===== src/rtl/nco_pkg.sv =====
package nco_pkg;
  // Magnitude of a signed control word: two's complement when the sign bit is set.
  function automatic logic [15:0] step_of(input logic [15:0] cw);
    return cw[15] ? (~cw + 16'd1) : cw;
  endfunction
endpackage


===== src/rtl/nco_cword_latch.sv =====
module nco_cword_latch #(
  parameter int CW_W = 16,
  localparam int BYTE_W = CW_W / 2
) (
  input  logic              clk_i,
  input  logic              rst_i,
  input  logic              wr_hi_i,
  input  logic              wr_lo_i,
  input  logic [BYTE_W-1:0] byte_i,
  output logic [CW_W-1:0]   cword_o
);
  logic [BYTE_W-1:0] pend_hi_q;
  logic [CW_W-1:0]   cword_q;

  always_ff @(posedge clk_i) begin
    if (rst_i) begin
      pend_hi_q <= '0;
      cword_q   <= '0;
    end else begin
      if (wr_lo_i) cword_q <= {pend_hi_q, byte_i};
      if (wr_hi_i) pend_hi_q <= byte_i;
    end
  end

  assign cword_o = cword_q;


  cword_hold_chk: assert property (@(posedge clk_i) disable iff (rst_i)
    !wr_lo_i |=> $stable(cword_o));
endmodule


===== src/rtl/nco_phase_acc.sv =====
module nco_phase_acc
  import nco_pkg::*;
#(
  parameter int ACC_W = 16
) (
  input  logic             clk_i,
  input  logic             rst_i,
  input  logic             run_i,
  input  logic [ACC_W-1:0] cword_i,
  output logic             msb_o,
  output logic             msb_next_o
);
  logic [ACC_W-1:0] step;
  logic [ACC_W-1:0] acc_q;
  logic [ACC_W-1:0] acc_d;

  assign step  = step_of(cword_i);
  assign acc_d = run_i ? acc_q + step : '0;

  always_ff @(posedge clk_i) begin
    if (rst_i) acc_q <= '0;
    else       acc_q <= acc_d;
  end

  assign msb_o      = acc_q[ACC_W-1];
  assign msb_next_o = acc_d[ACC_W-1];


  step_magnitude_chk: assert property (@(posedge clk_i) disable iff (rst_i)
    step[ACC_W-1] |-> (step[ACC_W-2:0] == '0));

  idle_clear_chk: assert property (@(posedge clk_i) disable iff (rst_i)
    !run_i |=> (acc_q == '0));
endmodule


===== src/rtl/nco_rise_tick.sv =====
module nco_rise_tick (
  input  logic clk_i,
  input  logic rst_i,
  input  logic msb_i,
  input  logic msb_next_i,
  output logic tick_o
);
  logic tick_q;

  always_ff @(posedge clk_i) begin
    if (rst_i) tick_q <= 1'b0;
    else       tick_q <= msb_next_i & ~msb_i;
  end

  assign tick_o = tick_q;


  tick_on_rise_chk: assert property (@(posedge clk_i) disable iff (rst_i)
    tick_o |-> (msb_i && !$past(msb_i)));

  rise_has_tick_chk: assert property (@(posedge clk_i) disable iff (rst_i)
    $rose(msb_i) |-> tick_o);
endmodule


===== src/rtl/nco_clkgen.sv =====
module nco_clkgen #(
  parameter int CW_W = 16,
  localparam int BYTE_W = CW_W / 2
) (
  input  logic              clk_i,
  input  logic              rst_i,
  input  logic              start_i,
  input  logic              cw_wr_hi_i,
  input  logic              cw_wr_lo_i,
  input  logic [BYTE_W-1:0] cw_byte_i,
  output logic              wave_o,
  output logic              tick_o
);
  logic [CW_W-1:0] cword;
  logic            msb_next;

  nco_cword_latch #(.CW_W(CW_W)) u_latch (
    .clk_i(clk_i), .rst_i(rst_i), .wr_hi_i(cw_wr_hi_i), .wr_lo_i(cw_wr_lo_i),
    .byte_i(cw_byte_i), .cword_o(cword)
  );

  nco_phase_acc #(.ACC_W(CW_W)) u_acc (
    .clk_i(clk_i), .rst_i(rst_i), .run_i(start_i), .cword_i(cword),
    .msb_o(wave_o), .msb_next_o(msb_next)
  );

  nco_rise_tick u_tick (
    .clk_i(clk_i), .rst_i(rst_i), .msb_i(wave_o), .msb_next_i(msb_next),
    .tick_o(tick_o)
  );


  restart_low_chk: assert property (@(posedge clk_i) disable iff (rst_i)
    !start_i |=> !wave_o && !tick_o);
endmodule


===== config.mk =====
export PLATFORM = sky130hd
export DESIGN_NAME = nco_clkgen
export DESIGN_NICKNAME = d
export VERILOG_FILES = /design/src/rtl/nco_pkg.sv /design/src/rtl/nco_cword_latch.sv /design/src/rtl/nco_phase_acc.sv /design/src/rtl/nco_rise_tick.sv /design/src/rtl/nco_clkgen.sv
export SDC_FILE = /design/constraint.sdc
export NUM_CORES = 1
export LEC_CHECK = 0
export BUFFER_PORTS_ARGS = -buffer_cell sky130_fd_sc_hd__buf_2
export CAP_MARGIN = 15
export CORE_MARGIN = 10
export CORE_UTILIZATION = 52
export CTS_BUF_LIST = sky130_fd_sc_hd__clkbuf_8 sky130_fd_sc_hd__clkbuf_16
export CTS_CLUSTER_SIZE = 40
export DETAILED_ROUTE_END_ITERATION = 16
export PLACE_DENSITY = 0.8
export SETUP_SLACK_MARGIN = 0.1
export SLEW_MARGIN = 20
export SYNTH_ARGS = -nofsm -noshare
export SYNTH_HDL_FRONTEND = slang
export SYNTH_HIERARCHICAL = 1
export SYNTH_SLANG_ARGS = --single-unit

===== constraint.sdc =====
create_clock -name clk_i -period 2.67 [get_ports clk_i]
set_input_delay 0.267 -clock clk_i [delete_from_list [all_inputs] [get_ports clk_i]]
set_output_delay 0.267 -clock clk_i [all_outputs]
set_load 0.02 [all_outputs]

# After elaboration in Yosys (flattened, before gate mapping)
# Cells that the tools add are included.
# classes
bitwise,4
reduce_logical,1
addsub,2
muxes,2
# ops
cell,n
16-bit 2-to-1 mux,2
16-bit by 1-bit adder with 16-bit output (second input constant),1
16-bit adder,1
16-bit inverter,1
1-bit inverter,2
2-bit OR reduction,1
1-bit AND,1
# totals
input_bits,13
register_bits,41
wordCells,14
out_inout_bits,2

# Logic depth before layout (Yosys ltp)
# depth
depth_word,6
mapped_depth,14
ltp_nobuf,14

# By module
# Netlist, hierarchy kept.
# by_module_without_submodules
mod,instances,seq_area_each_um2,cells_per_inst,area_each_um2
nco_phase_acc,1,320.3,193,1537.7
nco_cword_latch,1,480.5,77,859.6
nco_rise_tick,1,20.0,2,32.5

# Worst setup path after synthesis
# OpenSTA, ideal clock, no wires.
# synth_path
kind,register to register
from,register u_latch.cword_q[4] (netlist: u_latch/cword_o[4])
to,register u_tick.tick_q (netlist: u_tick/tick_o)
setup_time_ps,129
path_buffers,0
t_arrival_ps,2459
setup_slack_ps,83
required_ps,2541
synth_period_minus_slack_ps,2587
stages_incl_launch_ff,13
cell_sequence,dfxtp_1 nor4_4 nand3b_1 o41ai_1 xnor2_1 ha_1 a21oi_1 o21ai_0 nand2b_1 nand3_1 xnor2_1 and2_1 nor3b_2
# synth_via
elab_chain_cells,6
# synth_rtl
element,line_no,source
"start, declared",nco_cword_latch.sv:13,logic [CW_W-1:0] cword_q;
"start signal, assigned",nco_cword_latch.sv:20,"if (wr_lo_i) cword_q <= {pend_hi_q, byte_i};"
16-bit inverter,nco_pkg.sv:4,return cw[15] ? (~cw + 16'd1) : cw;
16-bit by 1-bit adder with 16-bit output,nco_pkg.sv:4,
16-bit 2-to-1 mux *,nco_pkg.sv:4,
16-bit adder *,nco_phase_acc.sv:18,assign acc_d = run_i ? acc_q + step : '0;
16-bit 2-to-1 mux *,nco_phase_acc.sv:18,
named net msb_next,nco_clkgen.sv:15,logic msb_next;
1-bit AND *,nco_rise_tick.sv:12,else tick_q <= msb_next_i & ~msb_i;
"end signal, assigned",nco_rise_tick.sv:12,
"end, declared",nco_rise_tick.sv:8,logic tick_q;
# Mark *: on every way through the listed nets, which the timed path passes. The rest lies on a longest branch.
# A chain may end at the register's enable or synchronous reset.

# Final worst setup path
# layout_path
from,register u_latch.cword_q[3] (netlist: u_latch/cword_o[3])
to,register u_tick.tick_q (netlist: u_tick/tick_o)
# The elaborated chain is that of the path after synthesis.

==> impl_metrics.tcl <==
set metrics [dict create \
    fin_crit_ns 2.75 \
    synth_area_mm2 0.00243 \
    min_path_type "input port to flip-flop" \
    holdWs_ns 0.224 \
    violations "negative setup slack" \
    clock_skew_ns 0.00496 \
    crit_path_cell_trace "nor4_4 -> nand3b_1 -> o21ai_0 -> xnor2_1 -> ha_1 -> nand4_1 -> nor3_1 -> nor3_1 -> nand3_1 -> xnor2_1 -> and2_1 -> nor3b_2" \
    die_h_um 88.4 \
    clkLatencyLatePin_ns 0.30 \
    initial_utilization 0.547 \
    intPower_w 0.000976 \
    grt_max_degree 28 \
    tns_ns -0.166 \
    pwr-share-comb 0.224 \
    setup_viol 3 \
    path_delay_family "simple AND/OR/NAND/NOR gates" \
    grt_pass1_wl_um 9470 \
    vias 2138 \
    firstDrtPassIters 4 \
    fp.dieW_um 88.4 \
    placed_area_mm2 0.00277 \
    p_switching_w 0.000426 \
    syn_inst 272 \
    maxCapViolCount 0 \
    core-area_mm2 0.00444 \
    rows 24 \
    reg2reg_slack_ns -0.08 \
    netlist.area_leader.share 0.338 \
    worst_slack_ns -0.0839 \
    critPathCaptureType "flip-flop" \
    critical_path_class "flip-flop to flip-flop" \
    cts.sinks 41 \
    wl_per_cell_um 16.4 \
    fin_crit_sh 1.03 \
    grt_pass1_vias 2064 \
    syn_nets 305 \
    clock_path_buffers 2 \
    drt-total-wl_um 6200 \
    arrival_ns 2.94 \
    maxSlewViolCount 0 \
    ys_types 41 \
    dp.final_hpwl_um 4170 \
    status "complete, but fails checks" \
    overflow 0 \
    yosysTopAreaCell "dfxtp_1" \
    power_frac_seq 0.472 \
    ys_seq_elements 41 \
    max_stage_delay_ns 0.34 \
    worst_pin_slew_ns 0.515 \
    rsz0062_at_grt "true" \
    ir_drop_mv 0.340 \
    flow.area_growth_from_synthesis_pct 27.3 \
    cts-root-buf "clkbuf_8" \
    cp_data_required_time_ns 2.85 \
    fill_cells 312 \
    seq_area_frac_synth 0.338 \
    startpoint_type "flip-flop" \
    ant_nets 0 \
    synth-warning-count 6 \
    power.density_mw_per_mm2 453 \
    path_buf_inv 0 \
    fmax_mhz 363 \
    port_buffers 14 \
    slowest_stage "dfxtp_2" \
    syn_avg_cell_area_um2 8.93 \
    min_from "cw_byte_i[0]" \
    place.gp.congestion 0.936 \
    synth_area_leaders "dfxtp_1 34%, mux2i_1 10%, ha_1 9.8%" \
    layout.nets 358 \
    htreeDepth 2 \
    cts_buffers 5 \
    cts_tree "built" \
    viasPerCell 5.66 \
    whs_path_depth 3 \
    postCtsHoldBufs 0 \
    drc_errors 0 \
    clk_pin_slew_ns 0.09 \
    power_frac_clock 0.304 \
    drtIter0Drc 176 \
    static-leakage-power_nw 1.40 \
    die_area_mm2 0.00781 \
    cp_max_fo 5 \
    drive_above_1_share 0.301 \
    num_io_pins 15 \
    grt_use_total 0.151 \
    slew_headroom 0.657 \
    antenna_found_initial 0 \
    fin_total_pwr_w 0.00140 \
    final_area_mm2 0.00309 \
    finalHoldViolCount 0 \
    reg2regPathDepth 12 \
    antennaDiodeCount 0 \
    min_to "u_latch/pend_hi_q[0]" \
    swShare 0.304 \
    reg2reg_to "u_tick/tick_o" \
    r2r_start "u_latch/cword_o[3]" \
]
-- flip-flops by register name (all words and copies together), names as in the netlist --
name	count
u_tick/tick_o	1
u_acc/acc_q	16
u_latch/pend_hi_q	8
u_latch/cword_o	16
-- worst register-to-register path, cell delays in order (launching register included) --
cell and delay (ns):
dfxtp_2 0.34, nor4_4 0.32, nand3b_1 0.19, o21ai_0 0.27, xnor2_1 0.20, ha_1 0.33
nand4_1 0.21, nor3_1 0.08, nor3_1 0.14, nand3_1 0.12, xnor2_1 0.15, and2_1 0.15
nor3b_2 0.14
-- per-stage QoR --
step,util,worst slack (ns),instances
6_report,0.696,-0.0839,378
5_1_grt,0.696,-0.283,378
4_1_cts,0.661,0.0103,374
3_5_place_dp,0.623,-0.126,364
3_3_place_gp,0.623,-0.0640,364
2_1_floorplan,-,0.0909,272
-- how the worst max path moves through the flow --
stage / start / cells after the start / slack, ns / end
6_report: u_latch/cword_o[3] / 12 / -0.08 / u_tick/tick_o
5_1_grt: u_latch/cword_o[3] / 12 / -0.28 / u_tick/tick_o
4_1_cts: u_latch/cword_o[3] / 12 / 0.01 / u_tick/tick_o
3_5_place_dp: u_latch/cword_o[4] / 13 / -0.13 / u_tick/tick_o
3_3_place_gp: u_latch/cword_o[4] / 13 / -0.06 / u_tick/tick_o
2_1_floorplan: u_latch/cword_o[4] / 13 / 0.09 / u_tick/tick_o
-- logic make-up after synthesis --
logic type      Yosys count  synth area share
mux                      25             0.103
flops                    41             0.338
compound gates           45             0.119
fa+ha+maj                20             0.106
buf+inv                  15            0.0355
xor+xnor                 24            0.0865
simple gates            102             0.212
-- Yosys cell counts --
| cell type | count |
|---|---|
| a2111oi_0 | 1 |
| a21oi_1 | 16 |
| a21oi_2 | 1 |
| a31oi_1 | 1 |
| and2_1 | 5 |
| and3_1 | 1 |
| and4bb_1 | 1 |
| buf_12 | 1 |
| buf_2 | 2 |
| buf_4 | 1 |
| buf_6 | 1 |
| clkbuf_1 | 3 |
| dfxtp_1 | 41 |
| fa_1 | 1 |
| ha_1 | 19 |
| inv_1 | 7 |
| mux2i_1 | 25 |
| nand2_1 | 17 |
| nand2b_1 | 5 |
| nand3_1 | 7 |
| nand3_2 | 1 |
| nand3b_1 | 2 |
| nand4_1 | 3 |
| nor2_1 | 44 |
| nor2b_1 | 4 |
| nor3_1 | 7 |
| nor3b_1 | 1 |
| nor3b_2 | 2 |
| nor4_2 | 1 |
| nor4_4 | 1 |
| o2111ai_1 | 1 |
| o211ai_1 | 3 |
| o21a_1 | 2 |
| o21ai_0 | 11 |
| o21bai_1 | 1 |
| o22ai_1 | 2 |
| o31ai_1 | 3 |
| o41ai_1 | 1 |
| o41ai_2 | 2 |
| xnor2_1 | 19 |
| xor2_1 | 5 |
-- power groups by stage --
stage / logic, W / registers, W / clock network, W
finish: 0.000314 / 0.000662 / 0.000425
global route: 0.000340 / 0.000665 / 0.000454
CTS: 0.000277 / 0.000660 / 0.000429
detailed placement: 0.000261 / 0.000672 / 0
global placement: 0.000253 / 0.000671 / 0
floorplan: 0.000172 / 0.000673 / 0
-- metal layers --
| layer | share of wire | vias up | GRT usage |
|---|---|---|---|
| met4 | 0.021 | 0 | 0.0529 |
| met2 | 0.51 | 66 | 0.259 |
| met3 | 0.043 | 13 | 0.0368 |
| met5 | 0 | - | 0 |
| met1 | 0.43 | 1000 | 0.179 |
| li1 | - | 1059 | - |
-- area by class of cell --
cell class | instances | area [µm²] | share of cell area
clock inverters | 3 | 21.3 | 0.00688
clock buffers | 5 | 68.8 | 0.0222
well taps | 52 | 65.1 | 0.0210
flip-flops and latches | 41 | 822 | 0.266
inverters | 7 | 26.3 | 0.00850
repair buffers | 54 | 374 | 0.121
multi-input cells | 216 | 1720 | 0.555
-- cells in the final DEF (no fill, tap or decap), types with 2 or more instances in the layout --
| master | n |
|---|---|
| nand4_1 | 3 |
| xor2_1 | 5 |
| xnor2_1 | 15 |
| buf_4 | 39 |
| ha_2 | 3 |
| and2_1 | 5 |
| o41ai_2 | 2 |
| o211ai_1 | 3 |
| a21oi_1 | 10 |
| nor2b_1 | 4 |
| ha_4 | 2 |
| mux2i_1 | 25 |
| xnor2_2 | 4 |
| nand3b_1 | 2 |
| o21a_1 | 2 |
| ha_1 | 14 |
| buf_2 | 14 |
| nand2_1 | 17 |
| o21ai_0 | 6 |
| nand2b_1 | 4 |
| clkbuf_8 | 5 |
| dfxtp_1 | 40 |
| o21ai_1 | 4 |
| inv_1 | 7 |
| nor2_2 | 3 |
| nor3_1 | 6 |
| nor2_1 | 41 |
| nor4_4 | 2 |
| o31ai_4 | 2 |
| a21oi_2 | 6 |
| nand3_1 | 7 |
-- what timing repair did --
action,4_1_cts,5_1_grt
pin swaps,3,9
cloned,0,0
buffers inserted,2,4
resized for setup,16,24
hold endpoints to repair,0,0
endpoints found under the setup margin,5,10
(Power assumes the default switching activity.)
